[config.mk]
export PLATFORM = sky130hd
export DESIGN_NAME = scram_icu
export DESIGN_NICKNAME = d
export VERILOG_FILES = /design/src/rtl/icu_pkg.sv /design/src/rtl/icu_edge_sampler.sv /design/src/rtl/icu_pending_bank.sv /design/src/rtl/icu_lowest_first.sv /design/src/rtl/scram_icu.sv
export SDC_FILE = /design/constraint.sdc
export NUM_CORES = 1
export LEC_CHECK = 0
export BUFFER_PORTS_ARGS = -buffer_cell sky130_fd_sc_hd__buf_2
export CAP_MARGIN = 20
export CELL_PAD_IN_SITES_DETAIL_PLACEMENT = 0
export CELL_PAD_IN_SITES_GLOBAL_PLACEMENT = 1
export CORE_MARGIN = 1.5
export CORE_UTILIZATION = 44
export CTS_CLUSTER_DIAMETER = 120
export CTS_CLUSTER_SIZE = 14
export DETAILED_ROUTE_END_ITERATION = 12
export HOLD_SLACK_MARGIN = 0.02
export PLACE_DENSITY_LB_ADDON = 0.1
export SYNTH_ARGS = -nofsm -noshare
export SYNTH_HDL_FRONTEND = slang
export SYNTH_SLANG_ARGS = --single-unit
[constraint.sdc]
create_clock -name clk -period 2.2 [get_ports clk]
set_input_delay 0.44 -clock clk [delete_from_list [all_inputs] [get_ports clk]]
set_output_delay 0.44 -clock clk [all_outputs]
set_load 0.005 [all_outputs]
[src/rtl/icu_pkg.sv]
package icu_pkg;
  localparam int NUM_SRC = 64;
  localparam int WORD_W  = 32;
  localparam int VEC_W   = 6;

  localparam int ADR_MASK_HI = 0;
  localparam int ADR_MASK_LO = 1;
  localparam int ADR_PEND_HI = 2;
  localparam int ADR_PEND_LO = 3;
  localparam int ADR_SENSE   = 4;
  localparam int ADR_VEC     = 5;

  localparam logic [WORD_W-1:0] SENSE_WMASK = 32'hFFFF_7F00;

  typedef enum logic [1:0] {
    CLS_NONE = 2'd0,
    CLS_INT  = 2'd1,
    CLS_EXT  = 2'd2,
    CLS_PORT = 2'd3
  } src_cls_t;

  // upper (1) or lower (0) word holding source s
  function automatic logic src_in_hi(input int s);
    return (s < 16) || ((s >= 32) && (s < 48));
  endfunction

  // bit index inside its word
  function automatic int src_bit(input int s);
    if (s == 0)      return 0;
    else if (s < 16) return 16 - s;
    else if (s < 19) return 18 - s;
    else if (s < 31) return 33 - s;
    else if (s == 31) return 15;
    else if (s < 48) return 63 - s;
    else             return s - 32;
  endfunction

  function automatic src_cls_t src_class(input int s);
    if (s == 0)                  return CLS_NONE;
    else if (s >= 19 && s <= 25) return CLS_EXT;
    else if (s >= 48)            return CLS_PORT;
    else                         return CLS_INT;
  endfunction

  function automatic int sense_pos(input int s);
    if (s >= 19 && s <= 25) return 33 - s;
    else if (s >= 48)       return s - 32;
    else                    return 0;
  endfunction
endpackage

[src/rtl/icu_edge_sampler.sv]
module icu_edge_sampler #(
  parameter int N = 64
) (
  input  logic         clk,
  input  logic         rst,
  input  logic [N-1:0] line_n,
  output logic [N-1:0] fall_ev,
  output logic [N-1:0] rise_ev,
  output logic [N-1:0] low_lvl
);
  logic [N-1:0] smp_q;
  logic [N-1:0] hist_q;

  always_ff @(posedge clk) begin
    if (rst) begin
      smp_q  <= '1;
      hist_q <= '1;
    end else begin
      smp_q  <= line_n;
      hist_q <= smp_q;
    end
  end

  assign fall_ev = hist_q & ~smp_q;
  assign rise_ev = ~hist_q & smp_q;
  assign low_lvl = ~smp_q;
endmodule

[src/rtl/icu_pending_bank.sv]
module icu_pending_bank import icu_pkg::*; (
  input  logic                clk,
  input  logic                rst,
  input  logic [NUM_SRC-1:0]  fall_ev,
  input  logic [NUM_SRC-1:0]  rise_ev,
  input  logic [NUM_SRC-1:0]  low_lvl,
  input  logic [WORD_W-1:0]   sense,
  input  logic [WORD_W-1:0]   mask_hi,
  input  logic [WORD_W-1:0]   mask_lo,
  input  logic [WORD_W-1:0]   clr_hi,
  input  logic [WORD_W-1:0]   clr_lo,
  output logic [WORD_W-1:0]   pend_hi,
  output logic [WORD_W-1:0]   pend_lo,
  output logic [NUM_SRC-1:0]  active
);
  logic [NUM_SRC-1:0] pend;
  logic [NUM_SRC-1:0] set_v;
  logic [NUM_SRC-1:0] clr_v;
  logic [NUM_SRC-1:0] lvl_v;
  logic [NUM_SRC-1:0] msk_v;

  for (genvar s = 0; s < NUM_SRC; s++) begin : g_src
    localparam logic     HI  = src_in_hi(s);
    localparam int       BI  = src_bit(s);
    localparam src_cls_t CL  = src_class(s);
    localparam int       SP  = sense_pos(s);

    assign clr_v[s] = HI ? clr_hi[BI]  : clr_lo[BI];
    assign msk_v[s] = HI ? mask_hi[BI] : mask_lo[BI];

    if (CL == CLS_NONE) begin : g_rsvd
      assign lvl_v[s] = 1'b0;
      assign set_v[s] = 1'b0;
    end else if (CL == CLS_INT) begin : g_int
      assign lvl_v[s] = 1'b1;
      assign set_v[s] = low_lvl[s];
    end else if (CL == CLS_EXT) begin : g_ext
      assign lvl_v[s] = ~sense[SP];
      assign set_v[s] = sense[SP] ? fall_ev[s] : low_lvl[s];
    end else begin : g_port
      assign lvl_v[s] = 1'b0;
      assign set_v[s] = sense[SP] ? fall_ev[s] : (fall_ev[s] | rise_ev[s]);
    end

    always_ff @(posedge clk) begin
      if (rst) pend[s] <= 1'b0;
      else     pend[s] <= set_v[s] | (pend[s] & ~clr_v[s]);
    end
  end

  assign active = pend & msk_v;

  always_comb begin
    pend_hi = '0;
    pend_lo = '0;
    for (int s = 1; s < NUM_SRC; s++) begin
      if (src_in_hi(s)) pend_hi[src_bit(s)] = pend[s];
      else              pend_lo[src_bit(s)] = pend[s];
    end
  end

  AST_LEVEL_STICKS: assert property (@(posedge clk) disable iff (rst)
    (($past(lvl_v & low_lvl) & ~pend) == '0));

  AST_CLEAR_TAKES: assert property (@(posedge clk) disable iff (rst)
    (($past(clr_v & ~set_v) & pend) == '0));

  AST_SRC0_IDLE: assert property (@(posedge clk) disable iff (rst)
    !pend[0]);
endmodule

[src/rtl/icu_lowest_first.sv]
module icu_lowest_first #(
  parameter int N   = 64,
  parameter int IDX_W = $clog2(N)
) (
  input  logic [N-1:0]     req,
  output logic [IDX_W-1:0] idx
);
  always_comb begin
    idx = '0;
    for (int i = N - 1; i >= 1; i--) begin
      if (req[i]) idx = IDX_W'(i);
    end
  end
endmodule

[src/rtl/scram_icu.sv]
module scram_icu import icu_pkg::*; #(
  parameter int ADDR_W = 3
) (
  input  logic                clk,
  input  logic                rst,
  input  logic [ADDR_W-1:0]   reg_addr,
  input  logic                reg_wr,
  input  logic [WORD_W-1:0]   reg_wdata,
  input  logic                reg_rd,
  output logic [WORD_W-1:0]   reg_rdata,
  input  logic [NUM_SRC-1:0]  src_n,
  output logic                cpu_irq
);
  localparam int PAD_W = WORD_W - VEC_W;

  logic [WORD_W-1:0]  mask_hi, mask_lo, sense_q;
  logic [WORD_W-1:0]  pend_hi, pend_lo;
  logic [WORD_W-1:0]  clr_hi, clr_lo;
  logic [NUM_SRC-1:0] fall_ev, rise_ev, low_lvl, active;
  logic [VEC_W-1:0]   win_idx, vec_q;

  logic wr_mhi, wr_mlo, wr_phi, wr_plo, wr_sns;
  assign wr_mhi = reg_wr && (reg_addr == ADDR_W'(ADR_MASK_HI));
  assign wr_mlo = reg_wr && (reg_addr == ADDR_W'(ADR_MASK_LO));
  assign wr_phi = reg_wr && (reg_addr == ADDR_W'(ADR_PEND_HI));
  assign wr_plo = reg_wr && (reg_addr == ADDR_W'(ADR_PEND_LO));
  assign wr_sns = reg_wr && (reg_addr == ADDR_W'(ADR_SENSE));

  assign clr_hi = wr_phi ? reg_wdata : '0;
  assign clr_lo = wr_plo ? reg_wdata : '0;

  always_ff @(posedge clk) begin
    if (rst) begin
      mask_hi <= '0;
      mask_lo <= '0;
      sense_q <= '0;
    end else begin
      if (wr_mhi) mask_hi <= reg_wdata;
      if (wr_mlo) mask_lo <= reg_wdata;
      if (wr_sns) sense_q <= reg_wdata & SENSE_WMASK;
    end
  end

  icu_edge_sampler #(.N(NUM_SRC)) u_sampler (
    .clk     (clk),
    .rst     (rst),
    .line_n  (src_n),
    .fall_ev (fall_ev),
    .rise_ev (rise_ev),
    .low_lvl (low_lvl)
  );

  icu_pending_bank u_pend (
    .clk     (clk),
    .rst     (rst),
    .fall_ev (fall_ev),
    .rise_ev (rise_ev),
    .low_lvl (low_lvl),
    .sense   (sense_q),
    .mask_hi (mask_hi),
    .mask_lo (mask_lo),
    .clr_hi  (clr_hi),
    .clr_lo  (clr_lo),
    .pend_hi (pend_hi),
    .pend_lo (pend_lo),
    .active  (active)
  );

  icu_lowest_first #(.N(NUM_SRC), .IDX_W(VEC_W)) u_prio (
    .req (active),
    .idx (win_idx)
  );

  always_ff @(posedge clk) begin
    if (rst) begin
      vec_q   <= '0;
      cpu_irq <= 1'b0;
    end else begin
      vec_q   <= win_idx;
      cpu_irq <= |active;
    end
  end

  always_ff @(posedge clk) begin
    if (rst) begin
      reg_rdata <= '0;
    end else if (reg_rd) begin
      case (reg_addr)
        ADDR_W'(ADR_MASK_HI): reg_rdata <= mask_hi;
        ADDR_W'(ADR_MASK_LO): reg_rdata <= mask_lo;
        ADDR_W'(ADR_PEND_HI): reg_rdata <= pend_hi;
        ADDR_W'(ADR_PEND_LO): reg_rdata <= pend_lo;
        ADDR_W'(ADR_SENSE):   reg_rdata <= sense_q;
        ADDR_W'(ADR_VEC):     reg_rdata <= {vec_q, {PAD_W{1'b0}}};
        default:              reg_rdata <= '0;
      endcase
    end
  end

  AST_IRQ_NEEDS_MASK: assert property (@(posedge clk) disable iff (rst)
    cpu_irq |-> ($past(mask_hi | mask_lo) != '0));

  AST_VEC_IFF_IRQ: assert property (@(posedge clk) disable iff (rst)
    ((vec_q != '0) == cpu_irq));

  AST_SENSE_HOLES: assert property (@(posedge clk) disable iff (rst)
    ((sense_q & ~SENSE_WMASK) == '0));
endmodule

== After elaboration in Yosys (flattened, before gate mapping) ==
Index checks and enable logic that the tools add are counted.
Widths: inputs -> output; s select.

* Equal/unequal tests: 5
* Mux-type cells: 89
* Bitwise logic cells: 212
* Reductions and logical operators: 12

{| class="wikitable"
|+ Operator list
! operator !! count
|-
| $and 64x64->64 || 3
|-
| $mux 6 || 32
|-
| $pmux 32 s6 || 1
|-
| $not 64->64 || 2
|-
| $mux 5 || 16
|-
| $or 1x1->1 || 79
|-
| $and 1x1->1 || 64
|-
| $mux 32 || 2
|-
| $not 1->1 || 64
|-
| $reduce_or 64->1 || 1
|-
| $mux 4 || 8
|-
| $reduce_or 32->1 || 1
|-
| $mux 1 || 24
|-
| $reduce_or 16->1 || 1
|-
| $mux 3 || 4
|-
| $reduce_or 8->1 || 1
|-
| $eq 3x2->1 const B || 2
|-
| $eq 3x3->1 const B || 2
|-
| $logic_and 1x1->1 || 5
|-
| $mux 2 || 2
|-
| $reduce_or 4->1 || 1
|-
| $eq 3x1->1 const B || 1
|-
| $logic_not 3->1 || 1
|-
| $reduce_or 2->1 || 1
|}

* Flip-flop bits (word level): 318
* Bits of input ports: 103
* Output and inout bits: 33
* Logic and storage cells: 395

== Logic depth before layout (Yosys ltp) ==
Gate-level depths: netlist of the first run.

* Depth after elaboration: 64
* Depth in mapped cells: 10
* Mapped depth without buffers: 6

== Modules after synthesis ==
Synthesis of the first run repeated with hierarchy kept, for this count alone.

* Cells, all modules: 1741
* Area total of the unflattened synthesis: 14873.0 um2

{| class="wikitable"
|+ Modules (own cells, without submodules)
! module !! times used !! cells an instance !! area an instance (um2) !! sequential area each (um2)
|-
| scram_icu || 1 || 733 || 6093.3 || 2522.4
|-
| icu_edge_sampler || 1 || 462 || 4543.1 || 2562.5
|-
| icu_pending_bank || 1 || 406 || 3424.5 || 1281.2
|-
| icu_lowest_first || 1 || 140 || 812.0 || 0.0
|}

== Worst setup path after synthesis of the first run ==
Ideal clock, no wire load.

* Path type: input to register
* Start: input reg_addr[1]
* End: register reg_rdata[7]
* Setup time: 128 ps
* Arrival: 1611 ps
* Required time: 2072 ps
* Path slack: 462 ps
* Stages on the path: 6
* Buffers on the path: 3
* Cells stage by stage: buf_6 buf_4 buf_4 mux4_2 a21oi_1 nor2_1

* Word-level cells in the longest chain between the ends: 2
* Elaborated cells between the ends (all ways): 7
* Classes of those cells: eq/ne: 5; mux: 1; reduce/logical: 1

{| class="wikitable"
|+ Ends and longest elaborated chain
! item !! RTL line !! source
|-
| from (decl) || scram_icu.sv:6 || <nowiki>input logic [ADDR_W-1:0] reg_addr,</nowiki>
|-
| $eq 3x3->1 (tied with other cells) || scram_icu.sv:88 || <nowiki>case (reg_addr)</nowiki>
|-
| $pmux 32 s6 (*) || scram_icu.sv:88 ||
|-
| to (signal assigned) || scram_icu.sv:89 || <nowiki>ADDR_W'(ADR_MASK_HI): reg_rdata <= mask_hi;</nowiki>
|-
| to (signal assigned) || scram_icu.sv:90 || <nowiki>ADDR_W'(ADR_MASK_LO): reg_rdata <= mask_lo;</nowiki>
|-
| to (signal assigned) || scram_icu.sv:91 || <nowiki>ADDR_W'(ADR_PEND_HI): reg_rdata <= pend_hi;</nowiki>
|-
| to (decl) || scram_icu.sv:10 || <nowiki>output logic [WORD_W-1:0] reg_rdata,</nowiki>
|}

Mark *: on every way between the ends. The rest lies on a longest branch, timed or not.
A chain may end at the register's enable or synchronous reset.

== Final worst setup path of the first run ==
* Start: register mask_hi[23]
* End: register vec_q[0]

* Word-level cells in the longest chain between the ends: 41

{| class="wikitable"
|+ Ends and longest elaborated chain
! item !! RTL line !! source
|-
| from (decl) || scram_icu.sv:16 || <nowiki>logic [WORD_W-1:0] mask_hi, mask_lo, sense_q;</nowiki>
|-
| from (signal assigned) || scram_icu.sv:38 || <nowiki>if (wr_mhi) mask_hi <= reg_wdata;</nowiki>
|-
| $and 64x64->64 || icu_pending_bank.sv:51 || <nowiki>assign active = pend & msk_v;</nowiki>
|-
| $mux 6 (9 in series) || icu_lowest_first.sv:11 || <nowiki>if (req[i]) idx = IDX_W'(i);</nowiki>
|-
| $mux 5 (16 in series) || icu_lowest_first.sv:11 ||
|-
| $mux 4 (8 in series) || icu_lowest_first.sv:11 ||
|-
| $mux 3 (4 in series) || icu_lowest_first.sv:11 ||
|-
| $mux 2 (2 in series) || icu_lowest_first.sv:11 ||
|-
| $mux 1 || icu_lowest_first.sv:11 ||
|-
| to (signal assigned) || scram_icu.sv:79 || <nowiki>vec_q <= win_idx;</nowiki>
|-
| to (decl) || scram_icu.sv:20 || <nowiki>logic [VEC_W-1:0] win_idx, vec_q;</nowiki>
|}

Every way passes these cells.

==> results of run 1 <==
==> cell families after synthesis <==
kind of cell / synth area share, %
muxes: 5.792
AOI/OAI and AO/OA: 16.97
buffers and inverters: 3.971
adders and majority gates: 1.755
and+or+nand+nor: 23.07
DFF: 48.44
==> cell usage after synthesis (all sizes together), types with 2 or more instances <==
cell / instances / area [µm²]
clkbuf: 53 / 198.9
or4: 2 / 22.52
a32oi: 4 / 35.03
nand2b: 5 / 38.78
nor2: 93 / 351.6
and3: 4 / 25.02
nor4: 2 / 12.51
inv: 25 / 93.84
nor3b: 2 / 15.01
a22o: 8 / 70.07
a21oi: 187 / 935.9
ha: 16 / 200.2
or2: 87 / 544.3
a22oi: 26 / 209.0
mux4: 21 / 473.0
nand4: 7 / 43.79
o211ai: 4 / 30.03
o221ai: 9 / 78.83
and2: 6 / 37.54
o21ai: 13 / 65.06
a211oi: 18 / 145.1
mux2i: 12 / 120.1
a221o: 2 / 21.27
mux2: 6 / 67.56
nor2b: 25 / 158.9
o31ai: 2 / 15.01
nand2: 343 / 1287
a221oi: 19 / 166.4
a31oi: 3 / 18.77
nand3: 12 / 65.06
dfxtp: 276 / 5525
a32o: 7 / 70.07
buf: 26 / 156.4
==> flip-flops by register name (all words and copies together) (netlist names), 6 cells and up <==
register / cells
sense_q: 23
vec_q: 6
u_sampler.smp_q: 63
u_pend.pend_lo: 32
mask_lo: 32
reg_rdata: 32
u_pend.pend_hi: 31
mask_hi: 32
u_sampler.hist_q: 23
==> routing by layer <==
| metal | part of all wire, % | routed length, µm |
|---|---|---|
| met5 | 0 | 0 |
| met4 | 1.8 | 584 |
| met3 | 5.1 | 1624 |
| met2 | 44 | 14100 |
| met1 | 49 | 15520 |
==> layout make-up <==
cell class | instances | share of cell area [%]
Tap cell | 330 | 3.111
Multi-Input combinational cell | 956 | 40.91
Sequential cell | 276 | 41.63
Timing Repair Buffer | 186 | 8.984
Clock inverter | 2 | 0.2922
Clock buffer | 23 | 4.336
Inverter | 26 | 0.7353
==> worst max-delay path, delay by kind of cell, from the launching register on <==
| kind | cells | cell delay (ns) |
|---|---|---|
| AO/OA/AOI/OAI | 5 | 1.35 |
| flip-flops | 1 | 0.36 |
| AND/OR/NAND/NOR | 1 | 0.13 |
==> where the power goes <==
part / leakage [nW] / switching, mW / internal [mW]
sequential: 2.27 / 0.189 / 5.24
clock: 0.302 / 1.74 / 1.97
combinational: 2.83 / 0.516 / 0.451
==> worst paths after layout <==
kind,startpoint,to,slack (ns)
worst max-delay path,mask_hi[23]$_SDFFE_PP0P_,vec_q[0]$_SDFF_PP0_,0.22
worst min-delay path,src_n[5],u_sampler.smp_q[5]$_SDFF_PP1_,0.09
worst max register to register,mask_hi[23]$_SDFFE_PP0P_,vec_q[0]$_SDFF_PP0_,0.22
worst min register to register,u_sampler.smp_q[9]$_SDFF_PP1_,u_pend.pend_hi[7]$_SDFF_PP0_,0.39
==> metrics by stage <==
stage / utilization (%) / hold slack, ns / cell area [µm²] / setup slack (ns) / power, mW
after global routing: 52.41 / 0.07062 / 13270 / 0.1971 / 10.53
after floorplan: - / 0.3846 / 11410 / 0.4618 / 6.065
after CTS: 52.41 / 0.06746 / 13270 / 0.2333 / 10.22
after global placement: 49.98 / 0.3869 / 12660 / 0.2042 / 6.494
final: 52.41 / 0.08663 / 13270 / 0.2166 / 10.11
after detailed placement: 49.98 / 0.3917 / 12660 / 0.1708 / 6.506
==> cells in the final DEF (no fill, tap or decap), types with 3 or more instances in the layout <==
cell type	n
nand2_1	343
dfxtp_1	276
a21oi_1	187
buf_2	133
nor2_1	91
or2_2	87
buf_4	42
inv_1	25
a22oi_1	25
nor2b_1	24
clkbuf_16	23
mux4_2	21
a221oi_1	19
a211oi_1	16
ha_1	16
o21ai_0	13
mux2i_1	12
nand3_1	11
buf_12	10
o221ai_1	9
a22o_1	8
nand4_1	7
a32o_1	7
mux2_2	6
and2_1	5
and3_1	4
nand2b_1	4
a32oi_1	4
o211ai_1	4
a31oi_1	3
==> results.md, run 1 <==
* Status: complete, no violations
* IO buf count at 134
* Max-Cap Viols at 0
* Largest net degree at the start of global routing at a little under 80
* Post-CTS setup buffer count at 0
* Worst hold stages at 2
* RSZ-0062 raised after global routing: false
* Peak supply drop at 0.0007065 V
* Nets at 1588
* Crit path max fanout at 4
* CTS H-tree lvls at 1
* Post-synth EDFFs at 0
* Slew HR at 45.27%
* Sequential area share after synthesis at between 40% and 50%
* Post_cts resized at 0
* Warnings from Yosys at 0
* CTS Buffer Depth at 3
* Core Region at 25330 µm²
* Initial DRC count at 607
* I/O pins at 136
* Final ANT Viol Nets at 0
* Period utilisation layout at 90.16%
* M2 GR Usage at 37.92%
* CP max stage cell: a221o_2
* Setup CP Type: reg -> reg
* Syn avg cell area at ~8.5 µm²
* Detail Placement HPWL at 22150 µm
* Initial Util at 45.04%
* Final Hold Violating Endpoints at 0
* Placed Cells at 1774
* First-pass GRT wire length at 49690 µm
* Yosys reg bits at 276
* Slew Viols, Final at 0
* Die width at 164.0 µm
* CTS Root Cell: clkbuf_16
* GRT Overall Usage at 23.68%
* Net Count, Synth at 1456
* Setup violators final at 0
* Std-Cell Rows at 58
* Worst-margin pin slew at roughly 0.82 ns
* Clock skew at 0.02274 ns
* Worst-skew pair later-pin latency at roughly 0.54 ns
* Max incr delay on CP at 0.39 ns
* Total number of vias at 9641
* Register area at 5525 µm²
* Cell Count, Final, Fillers Out at 1799
* Ys async rst share at 0%
* Layout cells sized above 1 at 23.01%
* Worst hold-check path type: in -> reg
* Crit path capture type: flip-flop
* TritonCTS Buffers at 23
* Cell Area, Synth at 11410 µm²
* Critical path data required time at 2.58 ns
* ANT cells at 0
* Initial antenna violation count at 0
* Setup TNS at 0 ns
* GRT Max-Usage Layer: met2
* Routing usage on met3 at 3.333%
* Pleak at ~5.4 nW
* Tmin final at 1.983 ns
* DIE HEIGHT at 164.0 µm
* Die ar. at 26900 µm²
* Gpl congestion at 0.8850
* Gate Count Post-Synth at 1337
* Layout area overhead at 16.37%
* Max frequency at 504.2 MHz
* Hold buffers post-CTS at 0
* DR vias/cell at 5.359
* Cell Chain, Critical Path: nand2_1 > a32o_1 > a221o_2 > a2111oi_2 > o311a_1 > a211oi_2
* Grt ovf at 0
* CP Launch Type: flip-flop
* Power per cell area at roughly 760 nW/µm²
* Area of the multi-input gates at approximately 5400 µm²
* WL per Instance at 17.69 µm
* # clock sinks at 276
* CTS tree: yes
* Vias in the first global route at 9040
* GR Util met1 at 33.69%
* # fillers at 2421
* First-pass DRT Iterations at 4
* WL final at 31830 µm
* Main synth FF type: dfxtp_1
* Residual DRC at 0
* Clock slew seen by the registers of the worst setup and hold paths at 0.06 ns
* WP data arrival at around 2.4 ns
* Reg2Reg Depth at 6
* Distinct cells, synth at 56
Power figures use the tool's default switching activity.
==> run 2: changes to the inputs <==
--- a/config.mk
+++ b/config.mk
@@ -10,7 +10,8 @@
 export CELL_PAD_IN_SITES_DETAIL_PLACEMENT = 0
 export CELL_PAD_IN_SITES_GLOBAL_PLACEMENT = 1
 export CORE_MARGIN = 1.5
-export CORE_UTILIZATION = 44
+export CORE_UTILIZATION = 45
+export CTS_BUF_LIST = sky130_fd_sc_hd__clkbuf_8
 export CTS_CLUSTER_DIAMETER = 120
 export CTS_CLUSTER_SIZE = 14
 export DETAILED_ROUTE_END_ITERATION = 12
==> results.md, run 2 (synthesis gave the netlist of run 1 again) <==
* Std-Cell Rows at 58 (unchanged)
* I/O pins at 136 (unchanged)
* WP data arrival at 2.39 ns (was 2.36 ns)
* CTS tree: yes (unchanged)
* Worst hold-check path type: in -> reg (unchanged)
* CTS H-tree lvls at 1 (unchanged)
* Layout area overhead at 16.28% (was 16.37%)
* Layout Utilization at 52.97% (was 52.41%)
* Max reg flops at 63 (unchanged)
* Final Hold Violating Endpoints at 0 (unchanged)
* Clock slew seen by the registers of the worst setup and hold paths at 0.10 ns (was 0.06 ns)
* Total number of vias at 9883 (was 9641)
* Max-Cap Viols at 0 (unchanged)
* Most common cell after layout, fill and taps aside: nand2_1 (unchanged)
* First-pass GRT wire length at 50600 µm (was 49690 µm)
* Post_cts resized at 0 (unchanged)
* Slew Viols, Final at 0 (unchanged)
* # clock sinks at 276 (unchanged)
* Setup CP Type: reg -> reg (unchanged)
* WL final at 32550 µm (was 31830 µm)
* Setup violators final at 0 (unchanged)
* First-pass DRT Iterations at 5 (was 4)
* Detail Placement HPWL at 22750 µm (was 22150 µm)
* Placed Cells at 1775 (was 1774)
* Clock skew at 0.02573 ns (was 0.02274 ns)
* Critical path data required time at 2.63 ns (was 2.58 ns)
* Peak supply drop at 0.0004368 V (was 0.0007065 V)
* Cell Count, Final, Fillers Out at 1828 (was 1799)
* Crit path capture type: flip-flop (unchanged)
* CP Launch Type: flip-flop (unchanged)
* Top reg by flops: u_sampler.smp_q (unchanged)
* TritonCTS Buffers at 23 (unchanged)
* Grt ovf at 0 (unchanged)
* RSZ-0062 raised after global routing: false (unchanged)
* Layout cells sized above 1 at 22.63% (was 23.01%)
* Hold buffers post-CTS at 28 (was 0)
* Max frequency at 510.7 MHz (was 504.2 MHz)
* Most frequent cells in the layout: nand2_1 (343), dfxtp_1 (276), a21oi_1 (187), buf_2 (133), nor2_1 (91) (unchanged)
* Nets at 1617 (was 1588)
* Pleak at 5.393 nW (was 5.399 nW)
* DIE HEIGHT at 162.2 µm (was 164.0 µm)
* Cell Chain, Critical Path: nand2_1 > a32o_1 > a221o_2 > a2111oi_2 > o311a_1 > a211oi_2 (unchanged)
* Power per cell area at 686.7 nW/µm² (was 761.5 nW/µm²)
* Die ar. at 26310 µm² (was 26900 µm²)
* Largest net degree at the start of global routing at 115 (was 79)
* CTS Root Cell: clkbuf_8 (was clkbuf_16)
* WL per Instance at 17.81 µm (was 17.69 µm)
* Area of the multi-input gates at 5430 µm² (unchanged)
* Initial DRC count at 661 (was 607)
* GRT Overall Usage at 24.55% (was 23.68%)
* Gpl congestion at 0.8704 (was 0.8850)
* ANT cells at 0 (unchanged)
* CTS Buffer Depth at 3 (unchanged)
* Vias in the first global route at 9141 (was 9040)
* CP max stage cell: a221o_2 (unchanged)
* # fillers at 2429 (was 2421)
* Register area at 5525 µm² (unchanged)
* Tmin final at 1.958 ns (was 1.983 ns)
* Post-CTS setup buffer count at 0 (unchanged)
* Period utilisation layout at 89.00% (was 90.16%)
* Worst-margin pin slew at 0.6385 ns (was 0.8193 ns)
* Worst-skew pair later-pin latency at 0.58 ns (was 0.54 ns)
* Initial antenna violation count at 0 (unchanged)
* Final Power at 9.107 mW (was 10.11 mW)
* Slew HR at 57.04% (was 45.27%)
* Initial Util at 45.56% (was 45.04%)
* IO buf count at 134 (unchanged)
* Max incr delay on CP at 0.39 ns (about the same)
* Final ANT Viol Nets at 0 (unchanged)
* Residual DRC at 0 (unchanged)
* Core Region at 25040 µm² (was 25330 µm²)
* DR vias/cell at 5.406 (was 5.359)
* Crit path max fanout at 4 (unchanged)
* Die width at 162.2 µm (was 164.0 µm)
* Setup TNS at 0 ns (unchanged)
* Status: complete, no violations (unchanged)
[run 2: layer usage]
layer	GRT usage, %	share of wire, %	up-vias
met2	40.89	47	302
met3	3.371	5.4	49
met4	6.922	2.5	0
met1	33.37	46	4668
li1	-	-	4864
met5	0	0	-
[run 2: worst max-delay path: cells and delay by family, from the launching register on]
| kind | cells | cell delay, ns |
|---|---|---|
| and+or+nand+nor | 1 | 0.15 |
| DFF | 1 | 0.37 |
| AOI/OAI and AO/OA | 5 | 1.31 |
[run 2: worst paths after layout]
path                                       start                        endpoint  slack, ns  depth (start not counted)
setup / recovery   u_pend.pend_hi[23]$_SDFF_PP0_             vec_q[0]$_SDFF_PP0_       0.24                          6
hold / removal                         src_n[19]  u_sampler.smp_q[19]$_SDFF_PP1_       0.05                          2
setup reg to reg   u_pend.pend_hi[23]$_SDFF_PP0_             vec_q[0]$_SDFF_PP0_       0.24                          6
hold reg to reg   u_sampler.smp_q[16]$_SDFF_PP1_    u_pend.pend_lo[2]$_SDFF_PP0_       0.39                          1
[run 2: stage by stage]
| stage | cell area [µm²] | setup WS [ns] | hold WS [ns] |
|---|---|---|---|
| detailed placement | 12630 | 0.2058 | 0.3903 |
| global placement | 12630 | 0.2105 | 0.3860 |
| finish | 13260 | 0.2420 | 0.05058 |
| global route | 13260 | 0.1129 | 0.03049 |
| CTS | 13260 | 0.2551 | 0.02010 |
| floorplan | 11410 | 0.4618 | 0.3846 |
[run 2: where the power goes]
group	total [mW]	internal (mW)	switching (mW)
logic	1.01	0.477	0.531
clock network	2.67	1.06	1.61
registers	5.43	5.23	0.192
[run 2: area by class of cell]
| type | instances | area share, % |
|---|---|---|
| multi-input combinational | 956 | 40.94 |
| clock inverter | 2 | 0.2830 |
| clock buffer | 23 | 2.387 |
| tap | 330 | 3.113 |
| sequential | 276 | 41.66 |
| inverter | 26 | 0.7359 |
| timing repair buffer | 215 | 10.88 |
